[src/rtl/flash_op_seq.sv]
module flash_op_seq #(
  parameter int AW            = 32,
  parameter int DW            = 32,
  parameter int ROW_WORDS     = 128,
  parameter int ROWS_PER_PAGE = 8,
  parameter int NUM_PAGES     = 16
) (
  input  logic                 clk,
  input  logic                 rst_n,
  input  logic                 start,
  input  logic [1:0]           op_sel,
  input  logic [AW-1:0]        tgt_addr,
  input  logic [DW-1:0]        wdata,
  input  logic [AW-1:0]        src_addr,
  input  logic [NUM_PAGES-1:0] wp_page,
  input  logic                 lv_detect,
  input  logic                 sleep_req,
  input  logic                 flag_clr,
  output logic                 busy,
  output logic                 done_evt,
  output logic                 done_flag,
  output logic                 wr_err,
  output logic                 lv_err,
  output logic                 sleep_ack,
  output logic                 sram_req,
  output logic [AW-1:0]        sram_addr,
  input  logic                 sram_rvalid,
  input  logic [DW-1:0]        sram_rdata,
  output logic                 fa_prog,
  output logic                 fa_erase_pg,
  output logic                 fa_erase_all,
  output logic [AW-1:0]        fa_addr,
  output logic [DW-1:0]        fa_wdata,
  input  logic                 fa_busy
);
  localparam int BSH    = $clog2(DW / 8);
  localparam int IDX_W  = $clog2(ROW_WORDS);
  localparam int ROW_LSB = IDX_W + BSH;
  localparam int PG_LSB = ROW_LSB + $clog2(ROWS_PER_PAGE);
  localparam int PG_W   = (NUM_PAGES > 1) ? $clog2(NUM_PAGES) : 1;
  localparam int QW     = AW - BSH;

  localparam logic [1:0] OP_WORD = 2'b00, OP_ROW = 2'b01, OP_PAGE = 2'b10, OP_ALL = 2'b11;

  typedef enum logic [2:0] {S_IDLE, S_CHECK, S_RD, S_RDW, S_ISSUE, S_SETTLE, S_WAIT, S_FIN} st_t;

  st_t              st;
  logic [1:0]       op_q;
  logic [QW-1:0]    addr_q;
  logic [QW-1:0]    src_q;
  logic [DW-1:0]    data_q;
  logic [IDX_W-1:0] idx;
  logic             prot;
  logic             last_word;
  logic [PG_W-1:0]  pg;
  logic             unused_low;

  assign unused_low = ^{tgt_addr[BSH-1:0], src_addr[BSH-1:0]};
  assign pg        = addr_q[PG_LSB-BSH +: PG_W];
  assign prot      = (op_q == OP_ALL) ? (|wp_page) : wp_page[pg];
  assign last_word = (op_q != OP_ROW) || (idx == IDX_W'(ROW_WORDS - 1));

  assign busy      = (st != S_IDLE);
  assign done_evt  = (st == S_FIN);
  assign sleep_ack = sleep_req && !busy;
  assign sram_req  = (st == S_RD);
  assign sram_addr = {src_q + QW'(idx), {BSH{1'b0}}};

  assign fa_prog      = (st == S_ISSUE) && (op_q == OP_WORD || op_q == OP_ROW);
  assign fa_erase_pg  = (st == S_ISSUE) && (op_q == OP_PAGE);
  assign fa_erase_all = (st == S_ISSUE) && (op_q == OP_ALL);
  assign fa_wdata     = data_q;

  always_comb begin
    case (op_q)
      OP_WORD: fa_addr = {addr_q, {BSH{1'b0}}};
      OP_ROW:  fa_addr = {addr_q[QW-1:ROW_LSB-BSH], idx, {BSH{1'b0}}};
      OP_PAGE: fa_addr = {addr_q[QW-1:PG_LSB-BSH], {PG_LSB{1'b0}}};
      default: fa_addr = '0;
    endcase
  end

  always_ff @(posedge clk or negedge rst_n) begin
    if (!rst_n) begin
      st     <= S_IDLE;
      op_q   <= OP_WORD;
      addr_q <= '0;
      src_q  <= '0;
      data_q <= '0;
      idx    <= '0;
      wr_err <= 1'b0;
      lv_err <= 1'b0;
    end else begin
      if (busy && lv_detect) begin
        wr_err <= 1'b1;
        lv_err <= 1'b1;
      end
      case (st)
        S_IDLE: if (start) begin
          op_q   <= op_sel;
          addr_q <= tgt_addr[AW-1:BSH];
          src_q  <= src_addr[AW-1:BSH];
          data_q <= wdata;
          idx    <= '0;
          wr_err <= 1'b0;
          lv_err <= 1'b0;
          st     <= S_CHECK;
        end
        S_CHECK: begin
          if (prot) begin
            wr_err <= 1'b1;
            st     <= S_FIN;
          end else begin
            st <= (op_q == OP_ROW) ? S_RD : S_ISSUE;
          end
        end
        S_RD:  st <= S_RDW;
        S_RDW: if (sram_rvalid) begin
          data_q <= sram_rdata;
          st     <= S_ISSUE;
        end
        S_ISSUE:  if (!fa_busy) st <= S_SETTLE;
        S_SETTLE: st <= S_WAIT;
        S_WAIT: if (!fa_busy) begin
          if (last_word) st <= S_FIN;
          else begin
            idx <= idx + 1'b1;
            st  <= S_RD;
          end
        end
        default: st <= S_IDLE;
      endcase
    end
  end

  always_ff @(posedge clk or negedge rst_n) begin
    if (!rst_n)            done_flag <= 1'b0;
    else if (st == S_FIN)  done_flag <= 1'b1;
    else if (flag_clr)     done_flag <= 1'b0;
  end

  AST_DONE_ENDS_BUSY: assert property (@(posedge clk) disable iff (!rst_n)
    done_evt |=> (!busy && done_flag));
  AST_IDLE_QUIET: assert property (@(posedge clk) disable iff (!rst_n)
    !busy |-> !(fa_prog || fa_erase_pg || fa_erase_all || sram_req));
  AST_FLAG_STICKY: assert property (@(posedge clk) disable iff (!rst_n)
    (done_flag && !flag_clr) |=> done_flag);
  AST_DONE_PULSE: assert property (@(posedge clk) disable iff (!rst_n)
    done_evt |=> !done_evt);
  AST_LV_LATCH: assert property (@(posedge clk) disable iff (!rst_n)
    (busy && lv_detect) |=> (lv_err && wr_err));
  AST_SLEEP_HELD: assert property (@(posedge clk) disable iff (!rst_n)
    sleep_ack |-> !busy);
  AST_ONE_CMD: assert property (@(posedge clk) disable iff (!rst_n)
    $onehot0({fa_prog, fa_erase_pg, fa_erase_all}));
  AST_CMD_HOLD: assert property (@(posedge clk) disable iff (!rst_n)
    ((fa_prog || fa_erase_pg || fa_erase_all) && fa_busy) |=>
      ((fa_prog || fa_erase_pg || fa_erase_all) && $stable(fa_addr)));
endmodule

[config.mk]
export PLATFORM = sky130hd
export DESIGN_NAME = flash_op_seq
export DESIGN_NICKNAME = d
export VERILOG_FILES = /design/src/rtl/flash_op_seq.sv
export SDC_FILE = /design/constraint.sdc
export NUM_CORES = 1
export LEC_CHECK = 0
export ABC_AREA = 1
export BUFFER_PORTS_ARGS = -buffer_cell sky130_fd_sc_hd__buf_2
export CAP_MARGIN = 20
export CELL_PAD_IN_SITES_DETAIL_PLACEMENT = 1
export CELL_PAD_IN_SITES_GLOBAL_PLACEMENT = 1
export CORE_MARGIN = 2
export CORE_UTILIZATION = 27
export DETAILED_ROUTE_END_ITERATION = 8
export PLACE_DENSITY = 0.71
export SLEW_MARGIN = 10
export SYNTH_ARGS = -nofsm -noshare
export SYNTH_HDL_FRONTEND = slang
export SYNTH_SLANG_ARGS = --single-unit
[constraint.sdc]
create_clock -name clk -period 2.5 [get_ports clk]
set_input_delay 0.5 -clock clk [delete_from_list [all_inputs] [get_ports clk]]
set_output_delay 0.5 -clock clk [all_outputs]
set_load 0.1 [all_outputs]
==> impl_metrics.yaml, run 1 <==
place:
  dp.cells: 1329
  gp_congestion: 0.791
  dp_slack_ns: -0.191
  hpwl_um: 15900
  portBuffers: 251
sta:
  period_share: 1.19
  slew_headroom: 0.597
  timing.final.ws_setup_ns: -0.486
  fmax_ghz: 0.335
  min_period_ns: 2.99
  setup_viol: 26
  tightest_slew_ns: 0.604
  holdWs_ns: 0.201
  finalHoldViolCount: 0
  maxSlewViolCount: 0
  fin_skew_ns: 0.0114
  rsz0062_at_grt: "true"
floorplan:
  rows: 53
  num_io_pins: 260
  die_width_um: 151
  fp.dieArea_mm2: 0.0228
  die_h_um: 151
  fp.coreArea_mm2: 0.0211
  initial_core_util: 0.276
logic_synthesis:
  async_flop_share: 1.00
  synthTopCellsByCount: "nand2_1 (282), dfrtp_1 (107), nor2_1 (87), inv_1 (64), o21ai_0 (46)"
  avgSynthCellArea_um2: 7.42
  synth-main-ff-cell: "dfrtp_1"
  synth_area_leaders: "dfrtp_1 (46%), nand2_1 (18%), nor2_1 (5.6%)"
  ys_seq_area_frac: 0.460
  synth_warnings: 0
  ys_ff_latch: 107
  netlist_area_mm2: 0.00583
  syn_inst: 785
  synth_area_leader_cell: "dfrtp_1"
  yosysMostFrequentCell: "nand2_1"
  synth-edff-count: 0
  synth.distinct_cells: 34
  synth_top_area_share: 0.460
clock_tree:
  cts_root_buf: "clkbuf_16"
  cts_made_buffers: 9
  cts_buffer_depth: 2
  cts_htree_levels: 3
  cts_tree: "done"
  clk_pin_slew_ns: 0.08
  clock_latency_ns: 0.36
  cts_sinks: 107
  hold_buffers: 0
layout:
  fillCellCount: 2542
  drive_above_1_share: 0.430
  layout.cells.non_filler: 1369
  area_delta_synth_final_pct: 68.3
  fin_nets: 1249
  multiInputGateArea_mm2: 0.00375
  final-seq-area_mm2: 0.00268
worst_setup_path:
  crit_top_cell: "buf_6"
  crit_path_end_kind: "primary output"
  worst-setup-path-type: "reg2out"
  critical_path_arrival_ns: 2.49
  cp-start-kind: "flip-flop"
  critPathMaxFanout: 4
  rrSetupSlack_ns: 0.57
  slowest_stage: "dfrtp_1"
  slowest_delay_ns: 0.36
  cp_top_family: "adder cells"
  crit_buf_inv: 4
  crit_chain: "ha_2 > inv_2 > fa_2 > o21ai_4 > nand2_2 > nand2_4 > buf_6 > nand3_4 > nor2_4 > buf_6 > xor2_4 > buf_12"
  critPathRequiredTime_ns: 2.00
detailed_routing:
  wl_per_cell_um: 16.2
  drt-pass1-iter-count: 4
  drt-initial-drc-count: 236
  drtAntennaViolNets: 0
  post-route-drc-count: 0
  vias: 6276
  vias_per_cell: 4.58
  drt_wl_total_um: 22200
global_route:
  first_global_vias: 6531
  antenna_found_initial: 4
  grt_pass1_wl_um: 33800
  grt_max_degree: 108
  overflow: 0
  grtUsageTotal: 0.190
outcome:
  status: "finished, violations left"
  violations: "negative setup slack"
worst_hold_path:
  hold_path_class: "in2async"
flow_run:
  drv_cap: 0
worst paths after layout:
check                      cells past startpoint            end      from
setup / recovery                              12  sram_addr[14]    idx[0]
hold / removal                                 2      src_q[19]     rst_n
setup reg to reg                              12         idx[2]    idx[0]
hold reg to reg                                2         lv_err    lv_err
max in group asynchronous                      2         idx[6]     rst_n
min in group clk                               2      done_flag  flag_clr
cells in the final DEF (no fill, tap or decap), types with 3 or more instances in the layout:
cell type / Yosys / final
nand2_1: 282 / 266
buf_2: 12 / 195
dfrtp_1: 107 / 104
inv_1: 64 / 62
nor2_1: 87 / 58
buf_4: 4 / 52
o21ai_0: 46 / 37
buf_12: 0 / 37
a31oi_1: 33 / 32
nand3_1: 37 / 29
nor2_2: 1 / 25
xor2_4: 0 / 19
clkbuf_4: 0 / 18
buf_6: 3 / 18
nand2_4: 0 / 9
clkbuf_16: 0 / 9
inv_2: 6 / 8
o21ai_2: 2 / 8
nand2_2: 1 / 8
nand3_4: 0 / 7
nor2_4: 1 / 6
ha_4: 0 / 6
o21ai_4: 1 / 5
nor3_1: 12 / 5
xnor2_4: 0 / 5
nor3_2: 1 / 5
nand4_1: 4 / 4
nor4_1: 7 / 4
xnor2_2: 0 / 4
a21oi_1: 7 / 4
conb_1: 1 / 4
diode_2: 0 / 3
nor3_4: 0 / 3
o21ai_1: 4 / 3
xor2_1: 22 / 3
inv_6: 0 / 3
dfrtp_2: 0 / 3
state kept, by name (all words and copies together), names as in the netlist:
register	cells
src_q	30
st	3
done_flag	1
addr_q	30
fa_wdata	32
idx	7
wr_err	1
op_q	2
lv_err	1
stage by stage:
| stage | setup TNS, ns | instance area [µm²] | util |
|---|---|---|---|
| after detailed placement | -0.948 | 8850 | 0.420 |
| after CTS | -8.03 | 9550 | 0.453 |
| after global placement | -0.471 | 8850 | 0.420 |
| after global routing | -10.37 | 9800 | 0.465 |
| after floorplan | -6.23 | 6520 | - |
| final | -7.66 | 9800 | 0.465 |
worst reg2reg max path: stages, from the launching register on:
cell and delay (ns):
dfrtp_1 0.39, buf_4 0.13, buf_4 0.13, ha_1 0.22, nand2_1 0.10, nor3_1 0.07, nand2_1 0.07, nand2_1 0.08
o21ai_1 0.14, nand2_1 0.10, inv_2 0.16, nand2_1 0.08, a21oi_1 0.19
layer usage:
layer	up-vias	routed length (µm)	track usage
met5	-	27	0
li1	3085	-	-
met2	179	11300	0.336
met1	2982	8880	0.223
met3	26	1490	0.0500
met4	4	506	0.0640
cell type report:
class,instances,share of cell area
clock buffer,10,0.0234
multi-input combinational,576,0.383
tap,275,0.0351
timing repair buffer,320,0.249
inverter,72,0.0276
clock inverter,6,0.00740
sequential,107,0.274
antenna,3,0.000766
cell families after synthesis:
group                    Yosys count  share of synthesized area
AO/OA/AOI/OAI                     98                     0.0967
XOR/XNOR                          31                     0.0466
adder cells (fa/ha/maj)            9                     0.0206
buffers and inverters            105                     0.0767
flip-flops                       107                      0.460
other                              1                   0.000644
AND/OR/NAND/NOR                  434                      0.299
repair_timing:
action,4_1_cts,5_1_grt
endpoints found under the setup margin,26,47
gates resized for setup,64,49
pin swaps,38,23
buffers inserted,16,13
Power of run 1 is not shown: default switching activity piles up to over one toggle a cycle in this logic, so the estimate is an artifact.
==> run 2: changes to the inputs <==
- BUFFER_PORTS_ARGS: -buffer_cell sky130_fd_sc_hd__buf_2 -> -buffer_cell sky130_fd_sc_hd__clkbuf_2
- CELL_PAD_IN_SITES_DETAIL_PLACEMENT: 1 -> 0
- CORE_MARGIN: 2 -> 4
==> run 2 against run 1 <==
Worst setup slack better by 0.094 ns; worst hold slack worse by 0.11 ns; the run still ends with negative setup slack left; first-iteration DRC count up 9.7%; critical path type unchanged; design area up 1.4%.
==> impl_metrics.yaml, run 2 (synthesis results as in run 1) <==
outcome:
  status: "finished, violations left"
  violations: "negative setup slack"
sta:
  timing.final.ws_setup_ns: -0.392
  slew_headroom: 0.622
  fin_setup_tns_ns: -6.75
  min_period_ns: 2.89
  fmax_ghz: 0.346
  fin_skew_ns: 0.00870
  finalHoldViolCount: 0
  rsz0062_at_grt: "true"
  period_share: 1.16
  tightest_slew_ns: 0.569
  maxSlewViolCount: 0
  setup_viol: 26
worst_hold_path:
  hold_path_class: "in2async"
layout:
  fin_nets: 1242
  final-seq-area_mm2: 0.00268
  mostFrequentLayoutCells: "nand2_1 (267), clkbuf_2 (191), dfrtp_1 (104), inv_1 (63), nor2_1 (59)"
  drive_above_1_share: 0.420
  multiInputGateArea_mm2: 0.00368
  area_delta_synth_final_pct: 70.6
  layout_commonest_cell: "nand2_1"
  fin_util: 0.470
  largest_reg_flops: 32
  antenna_cells: 0
  fillCellCount: 2059
  layout.cells.non_filler: 1359
global_route:
  antenna_found_initial: 1
  grt_max_degree: 65
  grtUsageTotal: 0.157
  grt_pass1_wl_um: 30400
  first_global_vias: 5969
  overflow: 0
clock_tree:
  cts_htree_levels: 3
  cts_tree: "done"
  cts_sinks: 107
  cts_made_buffers: 9
  hold_buffers: 0
  clock_latency_ns: 0.35
  clk_pin_slew_ns: 0.08
  cts_buffer_depth: 2
  cts_root_buf: "clkbuf_16"
worst_setup_path:
  cp.depth: 12
  slowest_delay_ns: 0.39
  crit_path_end_kind: "primary output"
  r2r-start: "st[2]"
  cp-startpoint: "src_q[0]"
  cp-start-kind: "flip-flop"
  cp_top_family: "adder cells"
  slowest_stage: "dfrtp_1"
  rrSetupSlack_ns: 0.68
  critical_path_arrival_ns: 2.39
  crit_buf_inv: 4
  critPathMaxFanout: 4
  worst-setup-path-type: "reg2out"
  timing.rr.end: "addr_q[9]"
  critPathCapture: "sram_addr[22]"
  crit_chain: "ha_4 > inv_2 > fa_2 > o21ai_4 > nand2_2 > nand2_4 > buf_6 > nand2_4 > nor2_4 > buf_6 > xor2_4 > buf_12"
  critPathRequiredTime_ns: 2.00
  worstRegToRegCells: 7
floorplan:
  rows: 53
  die_width_um: 155
  die_h_um: 155
  fp.dieArea_mm2: 0.0240
  initial_core_util: 0.275
  fp.coreArea_mm2: 0.0212
  num_io_pins: 260
detailed_routing:
  wl_per_cell_um: 14.1
  post-route-drc-count: 0
  vias: 5974
  drt-initial-drc-count: 259
  drtAntennaViolNets: 0
  vias_per_cell: 4.40
  drt_wl_total_um: 19200
  drt-pass1-iter-count: 4
place:
  portBuffers: 251
  gp_congestion: 0.818
  hpwl_um: 15000
  dp.cells: 1328
  dp_slack_ns: -0.157
flow_run:
  drv_cap: 0
==> run 2: cell type report <==
| cell class | instances | area share |
|---|---|---|
| multi-input combinational | 576 | 0.370 |
| sequential | 107 | 0.270 |
| timing repair buffer | 313 | 0.267 |
| tap | 275 | 0.0346 |
| inverter | 72 | 0.0272 |
| clock buffer | 9 | 0.0227 |
| clock inverter | 7 | 0.00831 |
==> run 2: worst min path at each step <==
stage | start | end | depth (start not counted)
after CTS | rst_n | src_q[24] | 1
after global placement | lv_err | lv_err | 2
after detailed placement | addr_q[5] | addr_q[5] | 2
after global routing | rst_n | src_q[26] | 1
final | rst_n | src_q[24] | 1
after floorplan | rst_n | addr_q[0] | 0
==> run 2: through the flow <==
| stage | instance area (µm²) | hold slack [ns] |
|---|---|---|
| 2_1_floorplan | 6520 | 0.204 |
| 3_3_place_gp | 9160 | 0.457 |
| 3_5_place_dp | 9160 | 0.464 |
| 4_1_cts | 9770 | 0.101 |
| 5_1_grt | 9940 | 0.118 |
| 6_report | 9940 | 0.0900 |
==> run 2: timing repair <==
action                                  4_1_cts  5_1_grt
pin swaps                                    27       24
cloned                                        0        0
gates resized for setup                      48       32
buffers inserted                             10        8
endpoints found under the setup margin       26       29
==> run 2: layer usage <==
layer / up-vias / routed length [µm] / global-route usage
met5: - / 14 / 0
met4: 2 / 380 / 0.0526
met3: 19 / 1180 / 0.0362
met2: 174 / 9340 / 0.266
met1: 2722 / 8300 / 0.199
li1: 3057 / - / -
Power of run 2 is left out for the same reason.
